==> src/rtl/cmq_pkg.sv <==
package cmq_pkg;

    localparam int SEL_W = 3;

    localparam logic [SEL_W-1:0] RG_OP    = 3'd0;
    localparam logic [SEL_W-1:0] RG_START = 3'd1;
    localparam logic [SEL_W-1:0] RG_SIZE  = 3'd2;
    localparam logic [SEL_W-1:0] RG_WAYS  = 3'd3;
    localparam logic [SEL_W-1:0] RG_QSTAT = 3'd4;
    localparam logic [SEL_W-1:0] RG_END   = 3'd5;
    localparam logic [SEL_W-1:0] RG_SYNC  = 3'd6;

    localparam int OPW_EN    = 31;
    localparam int OPW_RANGE = 8;
    localparam int OPW_BYWAY = 9;
    localparam int CODE_W    = 4;

    typedef enum logic [CODE_W-1:0] {
        CMD_FLUSH    = 4'd1,
        CMD_INVAL    = 4'd2,
        CMD_PREFETCH = 4'd3,
        CMD_TOUCH    = 4'd4,
        CMD_TOUCHZ   = 4'd5
    } cmd_code_e;

    localparam logic [31:0] SYNC_KEY = 32'h1;
    localparam logic [31:0] END_MARK = 32'h1;

    typedef enum logic [1:0] {AS_IDLE, AS_RANGE, AS_WAYS} asm_state_e;
    typedef enum logic [1:0] {DS_IDLE, DS_ISSUE, DS_WAIT} dsp_state_e;

    function automatic logic code_known(input logic [CODE_W-1:0] c);
        return (c >= CODE_W'(CMD_FLUSH)) && (c <= CODE_W'(CMD_TOUCHZ));
    endfunction

endpackage

==> src/rtl/cmq_fifo.sv <==
module cmq_fifo #(
    parameter int W     = 8,
    parameter int DEPTH = 4
) (
    input  logic         clk,
    input  logic         rst_n,
    input  logic         push,
    input  logic [W-1:0] din,
    input  logic         pop,
    output logic [W-1:0] dout,
    output logic         full,
    output logic         empty
);
    localparam int PTR_W = (DEPTH > 1) ? $clog2(DEPTH) : 1;
    localparam int CNT_W = $clog2(DEPTH + 1);

    logic [W-1:0]     mem [DEPTH];
    logic [PTR_W-1:0] wr_ptr, rd_ptr;
    logic [CNT_W-1:0] count;

    assign full  = (count == CNT_W'(DEPTH));
    assign empty = (count == '0);
    assign dout  = mem[rd_ptr];

    function automatic logic [PTR_W-1:0] bump(input logic [PTR_W-1:0] p);
        return (p == PTR_W'(DEPTH - 1)) ? '0 : p + 1'b1;
    endfunction

    always_ff @(posedge clk) begin
        if (push) mem[wr_ptr] <= din;
    end

    always_ff @(posedge clk or negedge rst_n) begin
        if (!rst_n) begin
            wr_ptr <= '0;
            rd_ptr <= '0;
            count  <= '0;
        end else begin
            if (push) wr_ptr <= bump(wr_ptr);
            if (pop)  rd_ptr <= bump(rd_ptr);
            unique case ({push, pop})
                2'b10:   count <= count + 1'b1;
                2'b01:   count <= count - 1'b1;
                default: count <= count;
            endcase
        end
    end

    // the assembler must never push into a full queue
    a_r6_no_push_when_full: assert property (@(posedge clk) disable iff (!rst_n)
        push |-> !full);
    // the dispatcher pops only a held command
    a_r8_no_pop_when_empty: assert property (@(posedge clk) disable iff (!rst_n)
        pop |-> !empty);

endmodule

==> src/rtl/cmq_assemble.sv <==
module cmq_assemble
    import cmq_pkg::*;
#(
    parameter int DATA_W = 32,
    parameter int WAY_W  = 8
) (
    input  logic              clk,
    input  logic              rst_n,
    input  logic              wr_op,
    input  logic              wr_start,
    input  logic              wr_size,
    input  logic              wr_ways,
    input  logic [DATA_W-1:0] wdata,
    input  logic              fifo_full,
    output logic              push,
    output logic [CODE_W-1:0] push_code,
    output logic              push_range,
    output logic              push_byway,
    output logic [DATA_W-1:0] push_start,
    output logic [DATA_W-1:0] push_size,
    output logic [WAY_W-1:0]  push_ways,
    output logic              flag_full,
    output logic              flag_ovf
);
    asm_state_e        state, state_nxt;
    logic              attempt, op_go;
    logic [CODE_W-1:0] op_code;
    logic              op_range, op_byway;
    logic [DATA_W-1:0] sh_start, sh_size;
    logic [WAY_W-1:0]  sh_ways;
    logic              cur_range, cur_byway;
    logic [DATA_W-1:0] cur_size;
    logic [WAY_W-1:0]  cur_ways;

    // state register
    always_ff @(posedge clk or negedge rst_n) begin
        if (!rst_n) state <= AS_IDLE;
        else        state <= state_nxt;
    end

    // transitions
    always_comb begin
        op_go     = wr_op && wdata[OPW_EN] && code_known(wdata[CODE_W-1:0]);
        state_nxt = state;
        attempt   = 1'b0;
        if (wr_op) begin
            if (!op_go)                 state_nxt = AS_IDLE;
            else if (wdata[OPW_RANGE])  state_nxt = AS_RANGE;
            else if (wdata[OPW_BYWAY])  state_nxt = AS_WAYS;
            else begin
                state_nxt = AS_IDLE;
                attempt   = 1'b1;
            end
        end else begin
            unique case (state)
                AS_IDLE:  state_nxt = AS_IDLE;
                AS_RANGE: if (wr_size) begin
                    if (op_byway) state_nxt = AS_WAYS;
                    else begin
                        state_nxt = AS_IDLE;
                        attempt   = 1'b1;
                    end
                end
                AS_WAYS: if (wr_ways) begin
                    state_nxt = AS_IDLE;
                    attempt   = 1'b1;
                end
                default: state_nxt = AS_IDLE;
            endcase
        end
    end

    // outputs: command fields, masked by scope and target
    always_comb begin
        push_code  = wr_op ? wdata[CODE_W-1:0] : op_code;
        cur_range  = wr_op ? wdata[OPW_RANGE] : op_range;
        cur_byway  = wr_op ? wdata[OPW_BYWAY] : op_byway;
        cur_size   = wr_size ? wdata : sh_size;
        cur_ways   = wr_ways ? wdata[WAY_W-1:0] : sh_ways;
        push_range = cur_range;
        push_byway = cur_byway;
        push_start = (cur_range && !wr_op) ? sh_start : '0;
        push_size  = (cur_range && !wr_op) ? cur_size : '0;
        push_ways  = (cur_byway && !wr_op) ? cur_ways : '0;
        push       = attempt && !fifo_full;
    end

    always_ff @(posedge clk or negedge rst_n) begin
        if (!rst_n) begin
            op_code  <= '0;
            op_range <= 1'b0;
            op_byway <= 1'b0;
            sh_start <= '0;
            sh_size  <= '0;
            sh_ways  <= '0;
        end else if (wr_op) begin
            op_code  <= wdata[CODE_W-1:0];
            op_range <= wdata[OPW_RANGE];
            op_byway <= wdata[OPW_BYWAY];
            sh_start <= '0;
            sh_size  <= '0;
            sh_ways  <= '0;
        end else begin
            if (wr_start) sh_start <= wdata;
            if (wr_size)  sh_size  <= wdata;
            if (wr_ways)  sh_ways  <= wdata[WAY_W-1:0];
        end
    end

    // sticky reject flags
    always_ff @(posedge clk or negedge rst_n) begin
        if (!rst_n) begin
            flag_full <= 1'b0;
            flag_ovf  <= 1'b0;
        end else begin
            if (wr_op && !fifo_full) begin
                flag_full <= 1'b0;
                flag_ovf  <= 1'b0;
            end
            if (attempt && fifo_full) begin
                flag_full <= 1'b1;
                if (flag_full) flag_ovf <= 1'b1;
            end
        end
    end

    // overflow is never reported without full
    a_r7_ovf_implies_full: assert property (@(posedge clk) disable iff (!rst_n)
        flag_ovf |-> flag_full);
    // a rejected command leaves the full flag set
    a_r6_drop_sets_full: assert property (@(posedge clk) disable iff (!rst_n)
        (attempt && fifo_full) |=> flag_full);
    // no push while range parameters are still pending
    a_r3_range_waits_size: assert property (@(posedge clk) disable iff (!rst_n)
        (state == AS_RANGE && !wr_size && !wr_op) |-> !push);

endmodule

==> src/rtl/cmq_dispatch.sv <==
module cmq_dispatch
    import cmq_pkg::*;
(
    input  logic clk,
    input  logic rst_n,
    input  logic fifo_empty,
    output logic fifo_pop,
    output logic eng_valid,
    input  logic eng_ready,
    input  logic eng_done,
    input  logic end_clr,
    input  logic sync_req,
    output logic sync_pend,
    output logic end_flag
);
    dsp_state_e state, state_nxt;

    always_ff @(posedge clk or negedge rst_n) begin
        if (!rst_n) state <= DS_IDLE;
        else        state <= state_nxt;
    end

    always_comb begin
        state_nxt = state;
        unique case (state)
            DS_IDLE:  if (!fifo_empty) state_nxt = DS_ISSUE;
            DS_ISSUE: if (eng_ready)   state_nxt = DS_WAIT;
            DS_WAIT:  if (eng_done)    state_nxt = DS_IDLE;
            default:  state_nxt = DS_IDLE;
        endcase
    end

    always_comb begin
        eng_valid = (state == DS_ISSUE);
        fifo_pop  = eng_valid && eng_ready;
    end

    always_ff @(posedge clk or negedge rst_n) begin
        if (!rst_n) begin
            end_flag  <= 1'b0;
            sync_pend <= 1'b0;
        end else begin
            if (state == DS_WAIT && eng_done && fifo_empty) end_flag <= 1'b1;
            else if (end_clr)                               end_flag <= 1'b0;
            if (sync_req)                                   sync_pend <= 1'b1;
            else if (fifo_empty && state == DS_IDLE)        sync_pend <= 1'b0;
        end
    end

    // an offered command is not withdrawn before acceptance
    a_r8_valid_holds: assert property (@(posedge clk) disable iff (!rst_n)
        (eng_valid && !eng_ready) |=> eng_valid);
    // completion rises only as the result of a done pulse
    a_r9_end_after_done: assert property (@(posedge clk) disable iff (!rst_n)
        $rose(end_flag) |-> $past(eng_done));
    // a drain finishes only with the queue empty
    a_r10_drain_when_empty: assert property (@(posedge clk) disable iff (!rst_n)
        $fell(sync_pend) |-> $past(fifo_empty));

endmodule

==> src/rtl/cmq_top.sv <==
module cmq_top
    import cmq_pkg::*;
#(
    parameter int DATA_W = 32,
    parameter int WAY_W  = 8,
    parameter int DEPTH  = 4
) (
    input  logic              clk,
    input  logic              rst_n,
    input  logic              bus_req,
    input  logic              bus_we,
    input  logic [2:0]        bus_addr,
    input  logic [DATA_W-1:0] bus_wdata,
    output logic              bus_ack,
    output logic [DATA_W-1:0] bus_rdata,
    output logic              eng_valid,
    input  logic              eng_ready,
    output logic [3:0]        eng_code,
    output logic              eng_range,
    output logic              eng_byway,
    output logic [DATA_W-1:0] eng_start,
    output logic [DATA_W-1:0] eng_size,
    output logic [WAY_W-1:0]  eng_ways,
    input  logic              eng_done
);
    localparam int ENTRY_W = CODE_W + 2 + 2 * DATA_W + WAY_W;

    logic              wr, wr_op, wr_start, wr_size, wr_ways;
    logic              sync_req, end_clr, rd_blocked;
    logic              push, pop, fifo_full, fifo_empty;
    logic [CODE_W-1:0] p_code;
    logic              p_range, p_byway;
    logic [DATA_W-1:0] p_start, p_size;
    logic [WAY_W-1:0]  p_ways;
    logic [ENTRY_W-1:0] entry_in, head;
    logic              flag_full, flag_ovf, sync_pend, end_flag;

    always_comb begin
        wr         = bus_req && bus_we;
        wr_op      = wr && (bus_addr == RG_OP);
        wr_start   = wr && (bus_addr == RG_START);
        wr_size    = wr && (bus_addr == RG_SIZE);
        wr_ways    = wr && (bus_addr == RG_WAYS);
        sync_req   = wr && (bus_addr == RG_SYNC) && (bus_wdata == DATA_W'(SYNC_KEY));
        end_clr    = wr && (bus_addr == RG_END)  && (bus_wdata == DATA_W'(END_MARK));
        rd_blocked = bus_req && !bus_we && (bus_addr == RG_SYNC) && sync_pend;
        bus_ack    = bus_req && !rd_blocked;
    end

    always_comb begin
        bus_rdata = '0;
        if (bus_addr == RG_QSTAT)    bus_rdata = DATA_W'({flag_ovf, flag_full});
        else if (bus_addr == RG_END) bus_rdata = DATA_W'(end_flag);
    end

    cmq_assemble #(.DATA_W(DATA_W), .WAY_W(WAY_W)) u_asm (
        .clk(clk), .rst_n(rst_n),
        .wr_op(wr_op), .wr_start(wr_start), .wr_size(wr_size), .wr_ways(wr_ways),
        .wdata(bus_wdata), .fifo_full(fifo_full),
        .push(push), .push_code(p_code), .push_range(p_range), .push_byway(p_byway),
        .push_start(p_start), .push_size(p_size), .push_ways(p_ways),
        .flag_full(flag_full), .flag_ovf(flag_ovf)
    );

    assign entry_in = {p_code, p_range, p_byway, p_start, p_size, p_ways};

    cmq_fifo #(.W(ENTRY_W), .DEPTH(DEPTH)) u_fifo (
        .clk(clk), .rst_n(rst_n),
        .push(push), .din(entry_in), .pop(pop), .dout(head),
        .full(fifo_full), .empty(fifo_empty)
    );

    assign {eng_code, eng_range, eng_byway, eng_start, eng_size, eng_ways} = head;

    cmq_dispatch u_dsp (
        .clk(clk), .rst_n(rst_n),
        .fifo_empty(fifo_empty), .fifo_pop(pop),
        .eng_valid(eng_valid), .eng_ready(eng_ready), .eng_done(eng_done),
        .end_clr(end_clr), .sync_req(sync_req),
        .sync_pend(sync_pend), .end_flag(end_flag)
    );

    // command fields hold while the engine stalls
    a_r8_fields_stable: assert property (@(posedge clk) disable iff (!rst_n)
        (eng_valid && !eng_ready) |=> ($stable(eng_code) && $stable(eng_start)
                                       && $stable(eng_size) && $stable(eng_ways)));
    // a held sync read is never acknowledged
    a_r10_sync_read_held: assert property (@(posedge clk) disable iff (!rst_n)
        (bus_req && !bus_we && bus_addr == RG_SYNC && sync_pend) |-> !bus_ack);

endmodule

==> config.mk <==
export PLATFORM = sky130hd
export DESIGN_NAME = cmq_top
export DESIGN_NICKNAME = d
export VERILOG_FILES = /design/src/rtl/cmq_pkg.sv /design/src/rtl/cmq_fifo.sv /design/src/rtl/cmq_assemble.sv /design/src/rtl/cmq_dispatch.sv /design/src/rtl/cmq_top.sv
export SDC_FILE = /design/constraint.sdc
export NUM_CORES = 1
export LEC_CHECK = 0
export BUFFER_PORTS_ARGS = -buffer_cell sky130_fd_sc_hd__buf_2
export CORE_MARGIN = 2
export CORE_UTILIZATION = 55
export CTS_CLUSTER_DIAMETER = 40
export DETAILED_ROUTE_END_ITERATION = 6
export PLACE_DENSITY_LB_ADDON = 0.2
export SYNTH_ARGS = -nofsm -noshare
export SYNTH_HDL_FRONTEND = slang
export SYNTH_SLANG_ARGS = --single-unit
==> constraint.sdc <==
create_clock -name clk -period 6.4 [get_ports clk]
set_clock_uncertainty 0.2 [all_clocks]
set_input_delay 0.32 -clock clk [delete_from_list [all_inputs] [get_ports clk]]
set_output_delay 0.32 -clock clk [all_outputs]
set_load 0.02 [all_outputs]
==> results of run 1 <==
-- worst max-delay path by stage --
| stage | startpoint | to | depth (start not counted) |
|---|---|---|---|
| 6_report | bus_addr[2] | u_fifo.mem[2][45]$_DFFE_PP_ | 10 |
| 5_1_grt | bus_addr[2] | u_fifo.mem[2][45]$_DFFE_PP_ | 10 |
| 4_1_cts | bus_addr[2] | u_fifo.mem[3][23]$_DFFE_PP_ | 10 |
| 3_5_place_dp | bus_addr[2] | u_fifo.mem[3][22]$_DFFE_PP_ | 9 |
| 3_3_place_gp | bus_addr[2] | u_fifo.mem[3][25]$_DFFE_PP_ | 9 |
| 2_1_floorplan | bus_wdata[2] | u_fifo.mem[0][0]$_DFFE_PP_ | 5 |
-- cells in the mapped netlist (all sizes together) (8+ instances only) --
| cell | number | area, µm² |
|---|---|---|
| and2 | 44 | 275 |
| and3 | 34 | 213 |
| buf | 44 | 299 |
| clkbuf | 36 | 135 |
| dfrtp | 93 | 2330 |
| edfxtp | 312 | 9370 |
| ha | 8 | 100 |
| inv | 9 | 33.8 |
| mux2i | 42 | 420 |
| mux4 | 78 | 1760 |
| nand2 | 86 | 323 |
| nor2 | 49 | 184 |
| nor4 | 8 | 50.1 |
| o21ai | 33 | 165 |
-- cells by family after synthesis --
| logic type | Yosys count | share of synthesized area [%] |
|---|---|---|
| and+or+nand+nor | 238 | 7.25 |
| muxes | 124 | 13.9 |
| DFF | 405 | 73.1 |
| xor gates and xnor gates | 3 | 0.164 |
| adders and majority gates | 9 | 0.751 |
| buffers and inverters | 89 | 2.93 |
| other | 1 | 0.0234 |
| AOI/OAI and AO/OA | 48 | 1.87 |
-- per-stage QoR --
step	hold slack (ns)	instances
final	0.118	1505
after global routing	0.125	1505
after global placement	0.187	1385
after CTS	0.0902	1505
after floorplan	-0.176	946
after detailed placement	0.184	1385
-- final cells by class --
type	instances	area, µm²
sequential	405	11700
fill	2006	9920
multi-input combinational	452	3970
clock buffer	52	1160
timing repair buffer	173	1090
tap	384	480
clock inverter	30	338
inverter	9	33.8
-- worst max-delay path, delay by kind of cell --
kind                   cells  cell delay, ns
buffers and inverters      5            2.01
AO/OA/AOI/OAI              2            0.55
AND/OR/NAND/NOR            3            1.12
-- state kept, by name, summed over array words and instances, names as in the netlist --
| signal | count |
|---|---|
| u_asm.sh_size | 32 |
| u_dsp.sync_pend | 1 |
| u_fifo.wr_ptr | 2 |
| u_fifo.rd_ptr | 2 |
| u_asm.op_byway | 1 |
| u_asm.state | 2 |
| u_fifo.mem | 312 |
| u_asm.op_code | 4 |
| u_asm.flag_full | 1 |
| u_asm.sh_start | 32 |
| u_asm.flag_ovf | 1 |
| u_dsp.end_flag | 1 |
| u_asm.op_range | 1 |
| u_fifo.count | 3 |
| u_asm.sh_ways | 8 |
| u_dsp.state | 2 |
-- report_power, final --
group,total [W],switching (W),leakage [nW],internal (W)
Sequential,0.00315,0.000174,4.11,0.00298
Combinational,0.00161,0.000902,2.32,0.000711
Clock,0.00257,0.00102,0.728,0.00156
-- per-layer routing --
layer / global-route usage (%) / part of all wire, %
met2: 35.9 / 48
met1: 31.6 / 43
met5: 0 / 0
met4: 7.88 / 3.2
met3: 3.32 / 5.6
-- what timing repair did --
| action | 4_1_cts | 5_1_grt |
|---|---|---|
| gates resized for setup | 0 | 0 |
| hold buffers | 38 | 0 |
| hold endpoints to repair | 113 | 0 |
==> impl_metrics.ini, run 1 <==
[run_status]
outcome = finished clean

[setup_path]
crit_path_cell_trace = dlygate4sd3_1 -> buf_2 -> nand4bb_2 -> buf_4 -> nor2_4 -> buf_4 -> a32oi_1 -> a21oi_4 -> and2_4 -> buf_4
reg2reg_to = u_fifo.mem[2][45]$_DFFE_PP_
critical_path.slowest_cell = and2_4
reg2reg_depth = 6
cp-start-kind = input pin
path_common_cell = buf_4
crit_type = input pin to register
worst-path-max-fanout = 66
max_stage_delay_ns = 0.75
required_ns = 6.37
critPathCaptureType = register
timing.rr.start = u_asm.op_byway$_DFF_PN0_
arrival_ns = 4.08
rrSetupSlack_ns = 3.29

[power]
p_leak_nw = 7.16
vdd_drop_max_mv = 0.385
power_per_cell_area_mw_per_mm2 = 391
p_total_w = 0.00734

[clock_tree]
cts_root_buf = clkbuf_16
clk_pin_slew_worst_paths_ns = 0.05
cts_setup_buffers = 0
cts_made_buffers = 44
cts_tree = yes
clk_latency_ns = 0.54
htreeDepth = 2
clk_path_buf_depth = 3
cts.sinks = 405

[floorplan]
die_w_um = 175
fp-row-count = 62
coreArea_mm2 = 0.0287
die_h_um = 175
die_area_mm2 = 0.0305
start_util_pct = 55.7
ioPinCount = 153

[timing]
tns_ns = 0
finalMaxSlewViolations = 0
final-setup-viol-count = 0
slew_headroom_pct = 40.5
fin_crit_sh_pct = 64.3
max_freq_ghz = 0.243
hold_viol_final = 0
setup_ws_ns = 2.29
finalCriticalPeriod_ns = 4.11
rsz0062_at_grt = false
tightest_slew_ns = 0.892

[global_routing]
antenna_found_initial = 0
grt_start_max_net_pins = 67
gr-usage-all-layers_pct = 22.3
grt_pass1_wl_mm = 51.2
grt_pass1_vias = 8665
grt.overflow.total = 0

[synthesis]
synth_ff_type = edfxtp_1
ys_warn_count = 0
synthCells = 917
synth-seq-cells = 405
synth_async_sr_flop_share_pct = 23.0
seq_area_frac_synth_pct = 73.1
synth.avg_cell_area_um2 = 17.4
synth_edf_count = 312
synth.distinct_cells = 44
syn_area_mm2 = 0.0160

[hold_path]
hold_depth = 5
hold_end = u_dsp.end_flag$_DFFE_PN0P_
hold_class = input pin to register
hp-start = bus_we

[layout]
final_cell_mix = edfxtp_1 (312), buf_2 (121), dfrtp_1 (91), nand2_1 (86), mux4_2 (78)
final_util_pct = 65.4
syn2layout_area_growth_pct = 17.4
final_area_mm2 = 0.0188
n_antenna_cell = 0
mostFrequentLayoutCell = edfxtp_1
nets = 1135
drive_gt1_share_pct = 26.7

[routing]
vias = 8487
drtIter0Drc = 740
postRouteAntennaNets = 0
vias_per_cell = 5.64
drt_pass1_iterations = 5
routedWlPerCell_um = 21.9
route.detailed.drc = 0
wl_mm = 33.0

[placement]
place_congestion = 0.795
dpl_worst_slack_ns = 2.27
dpl.hpwl_mm = 19.7
place_area_mm2 = 0.0169
io_buffer_count = 122

[run]
cap_violations = 0
(Power assumes the default switching activity.)
==> run 2, diff against run 1 <==
--- a/config.mk
+++ b/config.mk
@@ -7,7 +7,7 @@
 export LEC_CHECK = 0
 export BUFFER_PORTS_ARGS = -buffer_cell sky130_fd_sc_hd__buf_2
 export CORE_MARGIN = 2
-export CORE_UTILIZATION = 55
+export CORE_UTILIZATION = 53
 export CTS_CLUSTER_DIAMETER = 40
 export DETAILED_ROUTE_END_ITERATION = 6
 export PLACE_DENSITY_LB_ADDON = 0.2
==> constraint.sdc (replaced) <==
create_clock -name clk -period 3.65 [get_ports clk]
set_clock_uncertainty 0.2 [all_clocks]
set_input_delay 0.1825 -clock clk [delete_from_list [all_inputs] [get_ports clk]]
set_output_delay 0.1825 -clock clk [all_outputs]
set_load 0.02 [all_outputs]
==> run 2 against run 1 <==
Against the previous run:
- cell count increased by 2.1%
- global-route usage up 0.28 points
- cell area up 1.2%
- via count grew 1.2%
- critical path type unchanged
- largest cell class unchanged
==> impl_metrics.ini, run 2 (same netlist as run 1, synthesis figures left out) <==
[routing]
routedWlPerCell_um = 22.4
vias_per_cell = 5.59
vias = 8585
postRouteAntennaNets = 0
drtIter0Drc = 835
wl_mm = 34.5
drt_pass1_iterations = 5
route.detailed.drc = 0

[power]
p_seq_share_pct = 43.1
power_per_cell_area_mw_per_mm2 = 675
intPower_w = 0.00910
power.switching_w = 0.00373
combPwrFrac_pct = 23.0
p_sw_share_pct = 29.1
vdd_drop_max_mv = 0.402
p_clk_share_pct = 33.9
p_leak_nw = 7.24

[setup_path]
crit_start = bus_wdata[21]
crit_type = input pin to register
cp-start-kind = input pin
arrival_ns = 3.11
rrSetupSlack_ns = 1.00
critPathCaptureType = register
required_ns = 3.86
timing.rr.start = u_asm.state[0]$_DFFE_PN0P_
worst-path-max-fanout = 3

[run_status]
outcome = finished clean

[timing]
fin_crit_sh_pct = 79.4
hold_slack_ns = 0.0697
max_freq_ghz = 0.345
finalCriticalPeriod_ns = 2.90
hold_viol_final = 0
tns_ns = 0
finalMaxSlewViolations = 0
final-setup-viol-count = 0
slew_headroom_pct = 43.7
tightest_slew_ns = 0.844
rsz0062_at_grt = false

[placement]
numPlacedInstances = 1402
io_buffer_count = 122
dpl.hpwl_mm = 21.3
place_congestion = 0.758
place_area_mm2 = 0.0171

[floorplan]
fp-row-count = 63
die_w_um = 178
ioPinCount = 153
start_util_pct = 53.8
die_h_um = 178
die_area_mm2 = 0.0316
coreArea_mm2 = 0.0297

[global_routing]
grt_pass1_vias = 8931
gr-usage-all-layers_pct = 22.6
grt.overflow.total = 0
antenna_found_initial = 0
grt_pass1_wl_mm = 53.2
grt_start_max_net_pins = 66

[clock_tree]
cts_root_buf = clkbuf_16
clk_pin_slew_worst_paths_ns = 0.05
cts_made_buffers = 46
cts.sinks = 405
htreeDepth = 2
clk_path_buf_depth = 3
cts_resized = 0
cts_tree = yes
cts_setup_buffers = 0
clk_latency_ns = 0.53
hold_buffers = 49

[layout]
syn2layout_area_growth_pct = 18.9
largest_register_ffs = 312
nets = 1159
final_util_pct = 64.0
final_area_mm2 = 0.0190
mostFrequentLayoutCell = edfxtp_1
fin_cells = 1536
n_antenna_cell = 0
drive_gt1_share_pct = 26.6
regMostFlops = u_fifo.mem
reg_top3 = u_fifo.mem x312, u_asm.sh_size x32, u_asm.sh_start x32
final_cell_mix = edfxtp_1 (312), buf_2 (121), dfrtp_1 (91), nand2_1 (86), mux4_2 (78)

[hold_path]
hold_class = input pin to async pin

[run]
cap_violations = 0
run 2: per-layer routing:
metal	track usage (%)	vias up	share of wire (%)	routed length, µm
li1	-	3821	-	-
met1	31.9	4421	43	15000
met2	37.0	285	50	17100
met3	3.45	58	4.7	1610
met4	6.22	0	2.2	752
met5	0	-	0	0
run 2: worst paths after layout:
path	to	depth (start not counted)
max in group asynchronous	u_asm.sh_start[18]$_DFFE_PN0P_	3
worst min-delay path	u_fifo.rd_ptr[1]$_DFFE_PN0P_	2
min in group clk	u_asm.sh_start[31]$_DFFE_PN0P_	3
worst max-delay path	u_dsp.end_flag$_DFFE_PN0P_	8
worst max register to register	u_fifo.count[2]$_DFFE_PN0P_	11
worst min register to register	u_asm.sh_start[3]$_DFFE_PN0P_	2
run 2: critical path, cell delays in order:
cell and delay, ns:
dlygate4sd3_1 0.53, buf_2 0.17, nor4_1 0.64, nand4_1 0.25, nor4b_1 0.40, nand4_1 0.14
dlygate4sd3_1 0.59, a32o_1 0.21
run 2: power groups by stage:
stage	Clock [W]	Sequential [W]	Combinational (W)
2_1_floorplan	0	0.00539	0.00220
3_3_place_gp	0	0.00563	0.00292
3_5_place_dp	0	0.00563	0.00294
4_1_cts	0.00441	0.00554	0.00300
5_1_grt	0.00459	0.00557	0.00317
6_report	0.00435	0.00554	0.00295
run 2: metrics by stage:
step	total power (W)	worst slack [ns]
detailed placement	0.00857	0.783
finish	0.0128	0.750
CTS	0.0129	0.719
global placement	0.00855	0.803
floorplan	0.00759	0.0794
global route	0.0133	0.538
run 2: area by class of cell:
cell class / count / area [µm²]
inverter: 9 / 33.8
multi-input combinational: 452 / 3970
sequential: 405 / 11700
tap: 390 / 488
timing repair buffer: 195 / 1360
clock buffer: 55 / 1210
clock inverter: 30 / 249
fill: 2084 / 10700
==> run 3, diff against run 2 <==
--- a/config.mk
+++ b/config.mk
@@ -5,9 +5,10 @@
 export SDC_FILE = /design/constraint.sdc
 export NUM_CORES = 1
 export LEC_CHECK = 0
+export ABC_AREA = 1
 export BUFFER_PORTS_ARGS = -buffer_cell sky130_fd_sc_hd__buf_2
 export CORE_MARGIN = 2
-export CORE_UTILIZATION = 53
+export CORE_UTILIZATION = 55
 export CTS_CLUSTER_DIAMETER = 40
 export DETAILED_ROUTE_END_ITERATION = 6
 export PLACE_DENSITY_LB_ADDON = 0.2
==> constraint.sdc (replaced) <==
create_clock -name clk -period 2.7 [get_ports clk]
set_clock_uncertainty 0.2 [all_clocks]
set_input_delay 0.135 -clock clk [delete_from_list [all_inputs] [get_ports clk]]
set_output_delay 0.135 -clock clk [all_outputs]
set_load 0.02 [all_outputs]
==> run 3 against run 2 <==
Against the previous run:
- the flow now finishes with violations (hold timing)
- via count grew 28%
- clock power grew 33%
- wire length grew 13%
- clock-buffer cell count grew 10
- worst hold slack lost 0.087 ns
- sequential share of layout area shrank 0.53 points
- non-clock buffer count grew 3
- synthesized area grew 1.4%
- cell count grew 26%
- global-route usage grew 2.9 points
- first-iteration DRC count grew 29%
==> impl_metrics.ini, run 3 <==
[synthesis]
synthAdderAreaFrac_pct = 0.741
synth_async_sr_flop_share_pct = 23.0
synth_ff_type = edfxtp_1
synthCells = 1352
synthXorXnorAreaFrac_pct = 0.108
synthMuxAreaShare_pct = 0.872
synth_top_area_cell = edfxtp_1
synth_area_leaders = edfxtp_1 (58%), dfrtp_1 (14%), nor2_1 (6.7%), o21ai_0 (6.6%), o22ai_1 (3.0%)
yosysMostFrequentCell = edfxtp_1
synth_simple_gate_area_share_pct = 10.3
synth_edf_count = 312
synth-compound-area-share_pct = 10.3
synth_top_area_share_pct = 57.8
yosys-top-cells-count = edfxtp_1 (312), nor2_1 (289), o21ai_0 (215), dfrtp_1 (93), o22ai_1 (79)
synth-seq-cells = 405
synth.distinct_cells = 34
synth.avg_cell_area_um2 = 12.0
ys_warn_count = 0
seq_area_frac_synth_pct = 72.1
syn_area_mm2 = 0.0162
synth_top_family_by_area = simple AND/OR/NAND/NOR gates

[setup_path]
reg2reg_depth = 14
crit_type = register to output port
timing.rr.start = u_asm.state[1]$_DFFE_PN0P_
required_ns = 2.37
crit_path_cell_trace = buf_12 -> o21ai_0 -> o22ai_1 -> buf_2
critPathCaptureType = output port
max_stage_delay_ns = 0.66
critical_path.slowest_cell = dfrtp_4
arrival_ns = 2.29
worst-path-max-fanout = 70
crit_start = u_fifo.rd_ptr[0]$_DFFE_PN0P_
cp-start-kind = register

[placement]
place_congestion = 0.849
place_area_mm2 = 0.0173
dpl.hpwl_mm = 23.0
io_buffer_count = 122

[routing]
vias_per_cell = 5.68
drt_pass1_iterations = 5
vias = 11000
dr_wl_met2_mm = 18.9
wl_met1_mm = 16.0
postRouteAntennaNets = 0
wl_mm = 38.9
maxUsedRoutingLayer = met4
route.detailed.drc = 0
route.met3.wl_mm = 2.78
routedWlPerCell_um = 20.1
drtIter0Drc = 1079

[clock_tree]
cts.sinks = 405
clk_pin_slew_worst_paths_ns = 0.06
cts_root_buf = clkbuf_16
cts_made_buffers = 44
clk_latency_ns = 0.54
htreeDepth = 2
cts_tree = yes
clk_path_buf_depth = 3

[layout]
largest_register_ffs = 312
drive_gt1_share_pct = 16.0
reg_top3 = u_fifo.mem x312, u_asm.sh_size x32, u_asm.sh_start x32
syn2layout_area_growth_pct = 18.3
final_cell_mix = edfxtp_1 (312), nor2_1 (285), o21ai_0 (215), buf_2 (120), dfrtp_1 (91)
regMostFlops = u_fifo.mem
nets = 1566
mostFrequentLayoutCell = edfxtp_1
final_area_mm2 = 0.0192
n_antenna_cell = 0

[hold_path]
hold_class = input pin to async pin

[timing]
tightest_slew_ns = 0.690
slew_headroom_pct = 53.5
fin_crit_sh_pct = 97.1
finalCriticalPeriod_ns = 2.62
max_freq_ghz = 0.381
hold_slack_ns = -0.0171
rsz0062_at_grt = false
hold_viol_final = 22
finalMaxSlewViolations = 0
final-setup-viol-count = 0
tns_ns = 0

[power]
p_clk_share_pct = 30.7
p_seq_share_pct = 39.4
p_leak_nw = 7.39
power_per_cell_area_mw_per_mm2 = 981
p_sw_share_pct = 34.6
vdd_drop_max_mv = 0.798
intPower_w = 0.0123
power.switching_w = 0.00651
combPwrFrac_pct = 29.9

[global_routing]
grt_pass1_vias = 10800
antenna_found_initial = 0
grt.overflow.total = 0
grt_start_max_net_pins = 71
gr-usage-all-layers_pct = 25.4
grt_pass1_wl_mm = 60.3

[floorplan]
die_h_um = 176
die_w_um = 176
coreArea_mm2 = 0.0289
start_util_pct = 56.2
fp-row-count = 62
die_area_mm2 = 0.0309
ioPinCount = 153

[run_status]
outcome = finished with violations
violations = hold timing

[run]
cap_violations = 0
[run 3: worst paths after layout]
kind / to / slack (ns)
max: eng_ways[0] / 0.08
min: u_dsp.sync_pend$_DFFE_PN0P_ / -0.02
max reg2reg: u_fifo.count[2]$_DFFE_PN0P_ / 0.17
min reg2reg: u_dsp.end_flag$_DFFE_PN0P_ / 0.28
max in group asynchronous: u_asm.sh_start[23]$_DFFE_PN0P_ / 1.59
min in group clk: u_fifo.wr_ptr[0]$_DFFE_PN0P_ / 0.05
[run 3: through the flow]
stage | power [W] | hold WS, ns | std cells | utilization, % | worst slack [ns]
after floorplan | 0.0110 | -0.361 | 1381 | - | -0.157
after global placement | 0.0129 | 0.0164 | 1810 | 59.8 | 0.173
after detailed placement | 0.0130 | 0.0190 | 1810 | 59.8 | 0.159
after CTS | 0.0189 | 0.000519 | 1934 | 66.3 | 0.0242
after global routing | 0.0197 | 0.0362 | 1934 | 66.5 | 0.00182
final | 0.0188 | -0.0171 | 1934 | 66.5 | 0.0777
[run 3: area by class of cell]
class,count,area (µm²)
Tap cell,384,480
Fill cell,2137,9680
Timing Repair Buffer,198,1450
Multi-Input combinational cell,785,3820
Inverter,82,310
Sequential cell,405,11700
Clock buffer,65,1290
Clock inverter,15,129
[run 3: cells by family (layout without fill, tap and decap cells)]
group	after synthesis	count (layout)
AOI/OAI and AO/OA	313	313
buffers and inverters	191	360
xor gates and xnor gates	2	2
DFF	405	405
adders and majority gates	9	9
other	1	30
muxes	14	14
and+or+nand+nor	417	417
[run 3: repair_timing]
action | in CTS | in global routing
setup endpoints to repair | 13 | 5
buffers inserted | 1 | 0
hold endpoints to repair | 190 | 0
resized for setup | 1 | 8
hold buffers | 43 | 0
[run 3: worst max-delay path, delay by kind of cell (launching register included)]
kind / cells / cell delay, ns
compound gates: 2 / 0.50
buf+inv: 2 / 0.57
flops: 1 / 0.66
[run 3: power groups by stage]
| stage | clock, W | combinational [W] | sequential [W] |
|---|---|---|---|
| floorplan | 0 | 0.00363 | 0.00737 |
| global placement | 0 | 0.00533 | 0.00755 |
| detailed placement | 0 | 0.00545 | 0.00756 |
| CTS | 0.00586 | 0.00564 | 0.00741 |
| global route | 0.00613 | 0.00612 | 0.00744 |
| finish | 0.00578 | 0.00563 | 0.00741 |
[run 3: routing by layer]
| metal | up-vias | track usage [%] |
|---|---|---|
| met5 | - | 0 |
| met4 | 0 | 8.61 |
| met3 | 88 | 4.44 |
| met2 | 483 | 42.0 |
| met1 | 5399 | 34.6 |
| li1 | 5024 | - |
